===== config.mk =====
export PLATFORM = sky130hd
export DESIGN_NAME = mw_eeprom_master
export DESIGN_NICKNAME = d
export VERILOG_FILES = /design/src/rtl/mw_pkg.sv /design/src/rtl/mw_bounds.sv /design/src/rtl/mw_wire.sv /design/src/rtl/mw_eeprom_master.sv
export SDC_FILE = /design/constraint.sdc
export NUM_CORES = 1
export LEC_CHECK = 0
export BUFFER_PORTS_ARGS = -buffer_cell sky130_fd_sc_hd__buf_2
export CAP_MARGIN = 25
export CELL_PAD_IN_SITES_DETAIL_PLACEMENT = 0
export CELL_PAD_IN_SITES_GLOBAL_PLACEMENT = 1
export CORE_UTILIZATION = 40
export CTS_CLUSTER_DIAMETER = 50
export DETAILED_ROUTE_END_ITERATION = 8
export PLACE_DENSITY = 0.74
export REMOVE_ABC_BUFFERS = 1
export SETUP_SLACK_MARGIN = 0.1
export SLEW_MARGIN = 20
export SYNTH_ARGS = -nofsm -noshare
export SYNTH_HDL_FRONTEND = slang
export SYNTH_SLANG_ARGS = --single-unit

===== constraint.sdc =====
create_clock -name clk -period 2.07 [get_ports clk]
set_input_delay 0.3105 -clock clk [delete_from_list [all_inputs] [get_ports clk]]
set_output_delay 0.3105 -clock clk [all_outputs]
set_load 0.02 [all_outputs]

===== src/rtl/mw_pkg.sv =====
`timescale 1ns/1ps
package mw_pkg;
    // elementary pin sequences run by the wire engine
    typedef enum logic [2:0] {
        OP_PREP, OP_OUT, OP_IN, OP_STBY, OP_STOP
    } wire_op_e;

    // request sequencer states
    typedef enum logic [3:0] {
        S_IDLE, S_PREP, S_EWEN, S_EN_SB, S_CMD, S_RDIN, S_RD_SB,
        S_WR_SB, S_POLL, S_GAP, S_WR_SB2, S_EWDS, S_STOP
    } seq_e;
endpackage


===== src/rtl/mw_bounds.sv =====
`timescale 1ns/1ps
module mw_bounds #(
    parameter int ADDR_W = 6,
    parameter int HOST_W = 16
) (
    input  logic [HOST_W-1:0] offset_i,
    input  logic [HOST_W-1:0] count_i,
    output logic              ok_o
);
    localparam logic [HOST_W:0] SIZE = (HOST_W+1)'(1) << ADDR_W;

    logic [HOST_W:0] ofs_x, cnt_x, room;

    always_comb begin
        ofs_x = {1'b0, offset_i};
        cnt_x = {1'b0, count_i};
        room  = SIZE - ofs_x;
        ok_o  = (count_i != '0) && (ofs_x < SIZE) && (cnt_x <= room);
    end
endmodule


===== src/rtl/mw_wire.sv =====
`timescale 1ns/1ps
module mw_wire
    import mw_pkg::*;
#(
    parameter int SH_W   = 25,
    parameter int DLY    = 4,
    parameter int WORD_W = 16,
    parameter int NB_W   = $clog2(SH_W + 1)
) (
    input  logic              clk,
    input  logic              rst_n,
    input  logic              go_i,
    input  wire_op_e          op_i,
    input  logic [SH_W-1:0]   vec_i,
    input  logic [NB_W-1:0]   nbits_i,
    output logic              idle_o,
    output logic              fin_o,
    output logic [WORD_W-1:0] rx_o,
    output logic              cs_o,
    output logic              sk_o,
    output logic              di_o,
    input  logic              do_i
);
    localparam int DLY_W = $clog2(DLY + 1);

    typedef struct packed {
        logic              busy;
        wire_op_e          op;
        logic [1:0]        ph;
        logic [NB_W-1:0]   left;
        logic [DLY_W-1:0]  tmr;
        logic [SH_W-1:0]   sh;
        logic [WORD_W-1:0] rx;
        logic              cs;
        logic              sk;
        logic              di;
        logic              fin;
    } wire_st_t;

    wire_st_t q, n;

    always_comb begin
        n     = q;
        n.fin = 1'b0;
        if (!q.busy) begin
            if (go_i) begin
                n.busy = 1'b1;
                n.op   = op_i;
                n.ph   = 2'd0;
                n.tmr  = DLY_W'(DLY - 1);
                n.sh   = vec_i;
                n.left = nbits_i;
                case (op_i)
                    OP_PREP: begin n.sk = 1'b0; n.di = 1'b0; end
                    OP_OUT:  begin n.sk = 1'b0; n.di = vec_i[SH_W-1]; end
                    OP_IN:   begin n.sk = 1'b1; n.di = 1'b0; end
                    OP_STBY: begin n.cs = 1'b0; n.sk = 1'b0; end
                    default: begin n.cs = 1'b0; n.di = 1'b0; end
                endcase
            end
        end else if (q.tmr != '0) begin
            n.tmr = q.tmr - 1'b1;
        end else begin
            n.tmr = DLY_W'(DLY - 1);
            n.ph  = q.ph + 2'd1;
            case (q.op)
                OP_PREP: begin
                    if (q.ph == 2'd0) n.cs = 1'b1;
                    else begin n.busy = 1'b0; n.fin = 1'b1; end
                end
                OP_OUT: begin
                    if (q.ph == 2'd0) n.sk = 1'b1;
                    else if (q.ph == 2'd1) n.sk = 1'b0;
                    else begin
                        n.sh   = q.sh << 1;
                        n.left = q.left - 1'b1;
                        if (q.left == NB_W'(1)) begin
                            n.di   = 1'b0;
                            n.busy = 1'b0;
                            n.fin  = 1'b1;
                        end else begin
                            n.di = n.sh[SH_W-1];
                            n.ph = 2'd0;
                        end
                    end
                end
                OP_IN: begin
                    if (q.ph == 2'd0) begin
                        n.rx = {q.rx[WORD_W-2:0], do_i};
                        n.sk = 1'b0;
                    end else begin
                        n.left = q.left - 1'b1;
                        if (q.left == NB_W'(1)) begin
                            n.busy = 1'b0;
                            n.fin  = 1'b1;
                        end else begin
                            n.sk = 1'b1;
                            n.ph = 2'd0;
                        end
                    end
                end
                OP_STBY: begin
                    case (q.ph)
                        2'd0:    n.sk = 1'b1;
                        2'd1:    n.cs = 1'b1;
                        2'd2:    n.sk = 1'b0;
                        default: begin n.busy = 1'b0; n.fin = 1'b1; end
                    endcase
                end
                default: begin
                    if (q.ph == 2'd0) n.sk = 1'b1;
                    else if (q.ph == 2'd1) n.sk = 1'b0;
                    else begin n.busy = 1'b0; n.fin = 1'b1; end
                end
            endcase
        end
    end

    always_ff @(posedge clk or negedge rst_n) begin
        if (!rst_n) q <= '0;
        else        q <= n;
    end

    assign idle_o = !q.busy;
    assign fin_o  = q.fin;
    assign rx_o   = q.rx;
    assign cs_o   = q.cs;
    assign sk_o   = q.sk;
    assign di_o   = q.di;


    di_hold_chk: assert property (@(posedge clk) disable iff (!rst_n)
        q.sk |-> $stable(q.di));
endmodule


===== src/rtl/mw_eeprom_master.sv =====
`timescale 1ns/1ps
module mw_eeprom_master
    import mw_pkg::*;
#(
    parameter int ADDR_W   = 6,
    parameter int OP_W     = 3,
    parameter int HOST_W   = 16,
    parameter int DLY      = 4,
    parameter int GAP_W    = 8,
    parameter int POLL_MAX = 200,
    parameter logic [OP_W-1:0] RD_OP   = 3'b110,
    parameter logic [OP_W-1:0] WR_OP   = 3'b101,
    parameter logic [OP_W+1:0] EWEN_OP = 5'b10011,
    parameter logic [OP_W+1:0] EWDS_OP = 5'b10000
) (
    input  logic              clk,
    input  logic              rst_n,
    input  logic              start_i,
    input  logic              write_i,
    input  logic [HOST_W-1:0] offset_i,
    input  logic [HOST_W-1:0] count_i,
    input  logic [GAP_W-1:0]  poll_gap_i,
    input  logic [15:0]       wr_data_i,
    output logic              wr_take_o,
    output logic [15:0]       rd_data_o,
    output logic              rd_valid_o,
    output logic              busy_o,
    output logic              done_o,
    output logic              err_o,
    output logic              ee_cs_o,
    output logic              ee_sk_o,
    output logic              ee_di_o,
    input  logic              ee_do_i
);
    localparam int WORD_W = 16;
    localparam int SH_W   = OP_W + ADDR_W + WORD_W;
    localparam int NB_W   = $clog2(SH_W + 1);
    localparam int TRY_W  = $clog2(POLL_MAX + 1);

    typedef struct packed {
        seq_e              st;
        logic              issued;
        logic              wr;
        logic [ADDR_W-1:0] addr;
        logic [HOST_W-1:0] left;
        logic [TRY_W-1:0]  tries;
        logic [GAP_W-1:0]  gap;
        logic              fail;
        logic              take;
        logic              rvalid;
        logic              done;
        logic              err;
    } seq_st_t;

    seq_st_t q, n;

    logic            req_ok, eng_idle, eng_fin, need, go, fin;
    wire_op_e        op;
    logic [SH_W-1:0] vec;
    logic [NB_W-1:0] nb;
    logic [WORD_W-1:0] eng_rx;

    mw_bounds #(.ADDR_W(ADDR_W), .HOST_W(HOST_W)) u_bounds (
        .offset_i(offset_i), .count_i(count_i), .ok_o(req_ok)
    );

    mw_wire #(.SH_W(SH_W), .DLY(DLY), .WORD_W(WORD_W), .NB_W(NB_W)) u_wire (
        .clk(clk), .rst_n(rst_n), .go_i(go), .op_i(op), .vec_i(vec),
        .nbits_i(nb), .idle_o(eng_idle), .fin_o(eng_fin), .rx_o(eng_rx),
        .cs_o(ee_cs_o), .sk_o(ee_sk_o), .di_o(ee_di_o), .do_i(ee_do_i)
    );

    always_comb begin
        n        = q;
        n.take   = 1'b0;
        n.rvalid = 1'b0;
        n.done   = 1'b0;
        n.err    = 1'b0;
        need     = 1'b0;
        op       = OP_PREP;
        vec      = '0;
        nb       = '0;
        fin      = q.issued && eng_fin;
        case (q.st)
            S_IDLE: if (start_i) begin
                if (req_ok) begin
                    n.st   = S_PREP;
                    n.wr   = write_i;
                    n.addr = offset_i[ADDR_W-1:0];
                    n.left = count_i;
                    n.fail = 1'b0;
                end else begin
                    n.err = 1'b1;
                end
            end
            S_PREP: begin
                need = 1'b1; op = OP_PREP;
                if (fin) begin n.issued = 1'b0; n.st = q.wr ? S_EWEN : S_CMD; end
            end
            S_EWEN: begin
                need = 1'b1; op = OP_OUT; nb = NB_W'(OP_W + ADDR_W);
                vec  = {EWEN_OP, {(ADDR_W-2){1'b0}}, {WORD_W{1'b0}}};
                if (fin) begin n.issued = 1'b0; n.st = S_EN_SB; end
            end
            S_EN_SB: begin
                need = 1'b1; op = OP_STBY;
                if (fin) begin n.issued = 1'b0; n.st = S_CMD; end
            end
            S_CMD: begin
                need = 1'b1; op = OP_OUT;
                if (q.wr) begin
                    vec = {WR_OP, q.addr, wr_data_i};
                    nb  = NB_W'(SH_W);
                end else begin
                    vec = {RD_OP, q.addr, {WORD_W{1'b0}}};
                    nb  = NB_W'(OP_W + ADDR_W);
                end
                if (fin) begin n.issued = 1'b0; n.st = q.wr ? S_WR_SB : S_RDIN; end
            end
            S_RDIN: begin
                need = 1'b1; op = OP_IN; nb = NB_W'(WORD_W);
                if (fin) begin n.issued = 1'b0; n.rvalid = 1'b1; n.st = S_RD_SB; end
            end
            S_RD_SB: begin
                need = 1'b1; op = OP_STBY;
                if (fin) begin
                    n.issued = 1'b0;
                    n.addr   = q.addr + 1'b1;
                    n.left   = q.left - 1'b1;
                    n.st     = (q.left == HOST_W'(1)) ? S_STOP : S_CMD;
                end
            end
            S_WR_SB: begin
                need = 1'b1; op = OP_STBY;
                if (fin) begin n.issued = 1'b0; n.tries = '0; n.st = S_POLL; end
            end
            S_POLL: begin
                if (ee_do_i) n.st = S_WR_SB2;
                else if (q.tries == TRY_W'(POLL_MAX - 1)) begin
                    n.fail = 1'b1;
                    n.st   = S_STOP;
                end else begin
                    n.tries = q.tries + 1'b1;
                    n.gap   = poll_gap_i;
                    n.st    = S_GAP;
                end
            end
            S_GAP: begin
                if (q.gap == '0) n.st = S_POLL;
                else             n.gap = q.gap - 1'b1;
            end
            S_WR_SB2: begin
                need = 1'b1; op = OP_STBY;
                if (fin) begin
                    n.issued = 1'b0;
                    n.addr   = q.addr + 1'b1;
                    n.left   = q.left - 1'b1;
                    n.st     = (q.left == HOST_W'(1)) ? S_EWDS : S_CMD;
                end
            end
            S_EWDS: begin
                need = 1'b1; op = OP_OUT; nb = NB_W'(OP_W + ADDR_W);
                vec  = {EWDS_OP, {(ADDR_W-2){1'b0}}, {WORD_W{1'b0}}};
                if (fin) begin n.issued = 1'b0; n.st = S_STOP; end
            end
            default: begin
                need = 1'b1; op = OP_STOP;
                if (fin) begin
                    n.issued = 1'b0;
                    n.st     = S_IDLE;
                    n.done   = !q.fail;
                    n.err    = q.fail;
                end
            end
        endcase
        go = need && !q.issued && eng_idle;
        if (go) n.issued = 1'b1;
        if (go && q.st == S_CMD && q.wr) n.take = 1'b1;
    end

    always_ff @(posedge clk or negedge rst_n) begin
        if (!rst_n) q <= '0;
        else        q <= n;
    end

    assign busy_o     = (q.st != S_IDLE);
    assign wr_take_o  = q.take;
    assign rd_valid_o = q.rvalid;
    assign rd_data_o  = eng_rx;
    assign done_o     = q.done;
    assign err_o      = q.err;


    bad_req_chk: assert property (@(posedge clk) disable iff (!rst_n)
        (q.st == S_IDLE && start_i && !req_ok) |=> err_o);

    take_wr_only_chk: assert property (@(posedge clk) disable iff (!rst_n)
        wr_take_o |-> q.wr);

    ready_seen_chk: assert property (@(posedge clk) disable iff (!rst_n)
        (q.st == S_WR_SB2 && $past(q.st) == S_POLL) |-> $past(ee_do_i));

    tries_bound_chk: assert property (@(posedge clk) disable iff (!rst_n)
        q.tries < TRY_W'(POLL_MAX));

    err_cs_low_chk: assert property (@(posedge clk) disable iff (!rst_n)
        err_o |-> !ee_cs_o);

    idle_cs_low_chk: assert property (@(posedge clk) disable iff (!rst_n)
        (q.st == S_IDLE) |-> !ee_cs_o);

    done_err_excl_chk: assert property (@(posedge clk) disable iff (!rst_n)
        !(done_o && err_o));
endmodule


==> Word level (Yosys, flattened, before mapping) <==
Cells that the tools add are included.
{ "word_totals": {"output_inout_bits": 24, "in_bits": 61, "reg_bits": 107, "wordCells": 246} }
{ "op_classes": {"reduce_logical": 52, "eq_ne": 57, "order_cmp": 2, "muxes": 102, "addsub": 8, "bitwise_logic": 2} }
{ "ops": {"columns": ["cell", "n"], "rows": [
  ["$mux W25", 3],
  ["$pmux W25 S3", 1],
  ["$mux W22", 3],
  ["$mux W5", 11],
  ["$mux W16", 3],
  ["$pmux W4 S12", 1],
  ["$mux W45", 1],
  ["$pmux W22 S2", 1],
  ["$ne A2 B2 Y1 const B", 21],
  ["$mux W39", 1],
  ["$mux W1", 37],
  ["$mux W35", 1],
  ["$pmux W8 S2", 2],
  ["$mux W7", 4],
  ["$mux W24", 1],
  ["$mux W4", 6],
  ["$ne A3 B3 Y1 const B", 7],
  ["$reduce_and A6 Y1", 3],
  ["$le A16 B17 Y1", 1],
  ["$mux W17", 1],
  ["$sub A7 B16 Y17 const A", 1],
  ["$eq A16 B1 Y1 const B", 1],
  ["$eq A4 B3 Y1 const B", 4],
  ["$eq A4 B4 Y1 const B", 4],
  ["51 further kinds", 104]
]} }

==> Depth between registers and ports, before layout <==
{ "depth": {"ltp_word": 8, "ltp_mapped": 17, "depth_no_buf": 16} }

==> Cells and area by module <==
A second synthesis with hierarchy kept.
{ "unflattened": {"cells_unflattened": 790, "area_unflattened_um2": 7075.5} }
{ "modules_own_cells": {"columns": ["module", "seq_area_each_um2", "instances", "area_per_inst_um2", "cells_each"], "rows": [
  ["mw_eeprom_master", 1226.2, 1, 3236.9, 398],
  ["mw_wire", 1451.4, 1, 3090.5, 295],
  ["mw_bounds", 0.0, 1, 748.2, 97]
]} }

==> Worst setup path after synthesis <==
OpenSTA, ideal clock, no wires.
{ "synth_path": {"path_kind": "input to register", "startpoint": "input port offset_i[0]", "endpoint": "register q[22] (netlist bit)", "required_time_ps": 1945, "setup_slack_ps": -1619, "arrival_time_ps": 3564, "setup_time_ps": 125, "path_buffers": 0, "stages": 16, "path_cell_list": "inv_1 ha_1 nor3b_1 nand2_1 and2_1 or2_2 nor3_1 xor2_1 ha_1 nand4_1 nor4_1 o31ai_1 a311o_1 and4_4 nor2_2 mux2_4"} }
{ "synth_between": {"elab_chain_cells": 5, "elab_cells_between_ends": 7, "classes_between": "1 x add/sub; 2 x order compare; 1 x eq/ne; 3 x reduce/logical"} }
{ "synth_rtl": {"columns": ["element", "line_no", "source"], "rows": [
  ["start: declaration", "mw_eeprom_master.sv:20", "input logic [HOST_W-1:0] offset_i,"],
  ["$sub A7 B16 Y17 / $lt A16 B7 Y1 (equally long branches)", "mw_bounds.sv:17, mw_bounds.sv:18", null],
  ["$le A16 B17 Y1 / $logic_and A1 B1 Y1 (equally long branches)", "mw_bounds.sv:18", "ok_o = (count_i != '0) && (ofs_x < SIZE) && (cnt_x <= room);"],
  ["$logic_and A1 B1 Y1 (*)", "mw_bounds.sv:18", null],
  ["$ne A2 B2 Y1 (no line) (*)", null, null],
  ["$reduce_and A4 Y1 (no line) (*)", null, null],
  ["end signal: assignment", "mw_eeprom_master.sv:183", "else q <= n;"],
  ["end: declaration", "mw_eeprom_master.sv:55", "seq_st_t q, n;"]
]} }
Mark *: on every way between the ends. The rest lies on a longest branch, timed or not.
A chain may end at the register's enable or synchronous reset.

==> Worst setup path in the final report <==
{ "layout_path": {"startpoint": "input port offset_i[11]", "endpoint": "register q[21] (netlist bit)"} }
Same word-level chain as after synthesis.

==> summary.txt <==
Synth
  – Main synth FF type: dfrtp_1
  – Async set or reset register ratio after synthesis: 100%
  – Library cells used by synthesis: 66
  – Synthesized cell area: 6630 um^2
  – Mapped Cells: 752
  – EDFF count, synth: 0
  – Average cell area after synthesis: between 8 and 9 um^2
  – Seq/Total Area, Yosys: 40.4%
  – Top cells by area, synth: dfrtp_1 (40%), ha_1 (5.9%), o21ai_0 (5.7%), nand2_1 (4.0%), a22oi_1 (3.3%)
  – Yosys warnings: 0
  – Register bit total from synthesis: 107
  – Top cell type's share of synthesized area: 40.4%
  – Area leader, netlist: dfrtp_1

Setup path
  – Crit start category: input port
  – Worst r2r src: q[30]$_DFFE_PN0P_
  – Worst reg-to-reg setup slack: -30 ps
  – CP max FO: 5
  – Setup CP Type: in2reg
  – WP data required: 2340 ps
  – Worst path bufs/invs: 4
  – Largest delay share family, worst path: simple AND/OR/NAND/NOR gates
  – Crit path cell chain: buf_6, or4_4, or3_4, or3_4, xnor2_2, ha_1, nand3_2, nor4_4, o31ai_1, a311o_1, buf_6, buf_12, nand4_4, buf_6, a21oi_4, a221oi_2
  – CP dominant cell by count: buf_6
  – Crit path DAT: roughly 3600 ps
  – Reg2Reg Depth: 8
  – Critical Path End Type: flip-flop
  – FF-to-FF End: q[45]$_DFFE_PN0P_
  – Largest stage delay, worst path: 530 ps
  – Critical Path Slowest Stage Cell: or4_4

Floorplan
  – # rows: 46
  – Core Region: 16000 um^2
  – Die area: approximately 17000 um^2
  – Die height: 131 um
  – Die W: 131 um
  – Initial Utilization: between 40% and 50%
  – I/O pin count: 85

Placement
  – Final Wtd Congestion: 0.848
  – Post-DP HPWL: between 10000 and 15000 um
  – Port bufs: 84
  – Dpl ws: -1960 ps
  – Area post-placement: 8010 um^2

Status
  – Outcome: complete, but fails checks
  – Failing checks: negative setup slack

Layout
  – Storage element area: 2690 um^2
  – P&R area growth vs syn: 42.5%
  – Footprint of the multi-input gates: 4190 um^2
  – Layout net count: 1054
  – Number of fill cells: around 1.4k
  – Share of layout cells above drive strength 1: about two fifths
  – Number of antenna diodes: 0
  – Post-route cell area: 9440 um^2

Power
  – Leakage: 4.27 nW
  – Sequential share of power: around a third
  – P_sw: just under 4 mW
  – Logic pwr share: 48.5%
  – Clock power share: 18.7%
  – Power Dens Cells: 1000 nW/um^2
  – Int Pwr: 5.55 mW
  – Worst vdd ir: about 560 uV
  – Sw Ratio: between 40 and 50%

Drt
  – Initial drt markers: 427
  – Wire per inst: 16.6 um
  – Via count: 6559
  – Antenna Nets Post-Route: 0
  – DR vias/cell: 5.54
  – Routed WL: 19600 um
  – Router iterations before antenna repair: 5
  – DRC Markers: 0

Timing
  – Fin. Hold Viols: 0
  – Final worst slack: -1270 ps
  – Slew at the pin closest to its max-slew limit: 559 ps
  – RSZ-0062 raised after global routing: true
  – FMAX: 299 MHz
  – Tmin final: 3340 ps
  – Final Setup Violations: 26
  – Setup Skew: 14.0 ps
  – Setup tns final: -31470 ps
  – Slew Limit Fails: 0
  – Max-Slew Margin vs Limit: 62.8%
  – Tcrit/Tclk final: 162%

Global routing
  – GRT overflow: 0
  – Vias in the first global route: approximately 6.3k
  – Largest net degree at the start of global routing: 50
  – First-pass GRT wire length: around 30000 um
  – GRT Total Usage: 22.7%
  – Initial antenna violation count: 0

Clock network
  – Clk Latency, worst-skew pair: 370 ps
  – H-Tree Depth: 3
  – CTS tree: yes
  – Clock transition at path regs: 90 ps
  – Clock Path Buffers: 2
  – Clk sinks: 107
  – CTS root buffer: clkbuf_16
  – Cts bufs inserted: 9

Hold path
  – Hold path start: write_i
  – Worst Hold End: q[43]$_DFFE_PN0P_
  – HP Class: in2reg
  – Hold-critical path depth: 3

Job
  – Max Cap Viol: 0
state kept, by name (all words and copies together) (netlist names):
register and flops:
wr_take_o 1, q 45, u_wire.rx_o 16, u_wire.cs_o 1, u_wire.sk_o 1, u_wire.q 38, err_o 1, rd_valid_o 1
done_o 1, u_wire.fin_o 1, u_wire.di_o 1
cell usage in the layout (no fill, tap or decap), types with 7 or more instances in the layout:
cell type,n
inv_1,25
nor4_1,9
ha_1,26
dfrtp_1,101
nand2b_1,11
clkbuf_16,10
a22oi_1,29
mux2_2,18
nor3_2,10
nor3_1,19
buf_4,136
buf_6,25
buf_2,79
nor4_4,7
xor2_1,13
o211ai_2,8
nand3_2,10
nor2_1,50
o21ai_1,12
nand2_1,68
a21oi_1,38
nand3_1,23
o21ai_0,66
kinds of logic after synthesis:
group                    Yosys count  share of synthesized area, %
AND/OR/NAND/NOR                  272                          20.5
AO/OA/AOI/OAI                    221                          21.4
flip-flops                       107                          40.4
buffers and inverters             81                          5.74
adder cells (fa/ha/maj)           31                          5.85
multiplexers                      22                          3.74
XOR/XNOR                          18                          2.38
worst max path at each step:
stage | start | to | cells past startpoint | slack [ps]
2_1_floorplan | offset_i[0] | q[22]$_DFFE_PN0P_ | 16 | -1970
3_3_place_gp | offset_i[0] | q[24]$_DFFE_PN0P_ | 18 | -1830
3_5_place_dp | offset_i[0] | q[24]$_DFFE_PN0P_ | 18 | -1960
4_1_cts | offset_i[11] | q[23]$_DFFE_PN0P_ | 15 | -1240
5_1_grt | offset_i[1] | q[25]$_DFFE_PN0P_ | 20 | -1430
6_report | offset_i[11] | q[21]$_DFFE_PN0P_ | 16 | -1270
worst min-delay path: cells and delay by family:
family | cells | cell delay (ps)
AO/OA/AOI/OAI | 1 | 50
AND/OR/NAND/NOR | 1 | 40
buffers and inverters | 1 | 80
Yosys cell counts (3+ instances only):
cell      number
nor2_1        58
buf_4         17
a22o_1         5
a211oi_1       3
nand4_1        6
mux2_2        18
nand2_1       70
ha_1          31
o21a_1         4
o32ai_1        3
o211ai_2       8
a31oi_1        5
clkbuf_1      30
mux2i_1        3
nor2b_1        5
o31ai_1        3
a21oi_1       43
nand2b_1      12
nor3_1        32
a221oi_1       6
buf_2          4
xor2_1        13
inv_1         29
o21ai_1        7
a32oi_1        3
dfrtp_1      107
a22oi_1       29
nor4_1        17
or4_1          3
nor3b_1        4
nand3_1       34
o21ai_0       76
o22ai_1        4
and2_1         5
o211ai_1       5
and3_1         7
xnor2_1        5
or3_1          5
power groups by stage:
stage / Clock (mW) / Combinational, mW / Sequential [mW]
floorplan: 0 / 2.10 / 3.11
global placement: 0 / 3.66 / 3.04
detailed placement: 0 / 3.76 / 3.07
CTS: 1.81 / 4.06 / 3.06
global route: 1.89 / 5.04 / 3.17
finish: 1.77 / 4.59 / 3.10
timing repair:
item,4_1_cts,5_1_grt
setup endpoints to repair,69,77
pin swaps,39,60
hold buffers,1,0
resized for setup,98,69
hold endpoints to repair,34,0
setup buffers,18,26
gates cloned,1,1
layer usage:
layer  vias to the layer above  global-route usage, %  part of all wire (%)
li1                       3177                      -                     -
met1                      3177                   30.6                    45
met2                       180                   37.5                    49
met3                        25                   2.44                   3.6
met4                         0                   8.86                   1.9
met5                         -                      0                     0
cell type report:
cell class	count	share of cell area, %
Multi-Input combinational cell	565	44.3
Sequential cell	107	28.4
Timing Repair Buffer	250	19.9
Tap cell	216	2.86
Clock buffer	9	2.38
Inverter	29	1.23
Clock inverter	7	0.821
stage by stage:
stage	utilization, %	cells	total power, mW	hold WS [ps]
6_report	59.0	1183	9.45	157
2_1_floorplan	-	700	5.22	14.9
4_1_cts	55.5	1156	8.93	144
5_1_grt	59.0	1183	10.1	172
3_3_place_gp	50.1	1120	6.71	326
3_5_place_dp	50.1	1120	6.83	321
(Power assumes the default switching activity.)
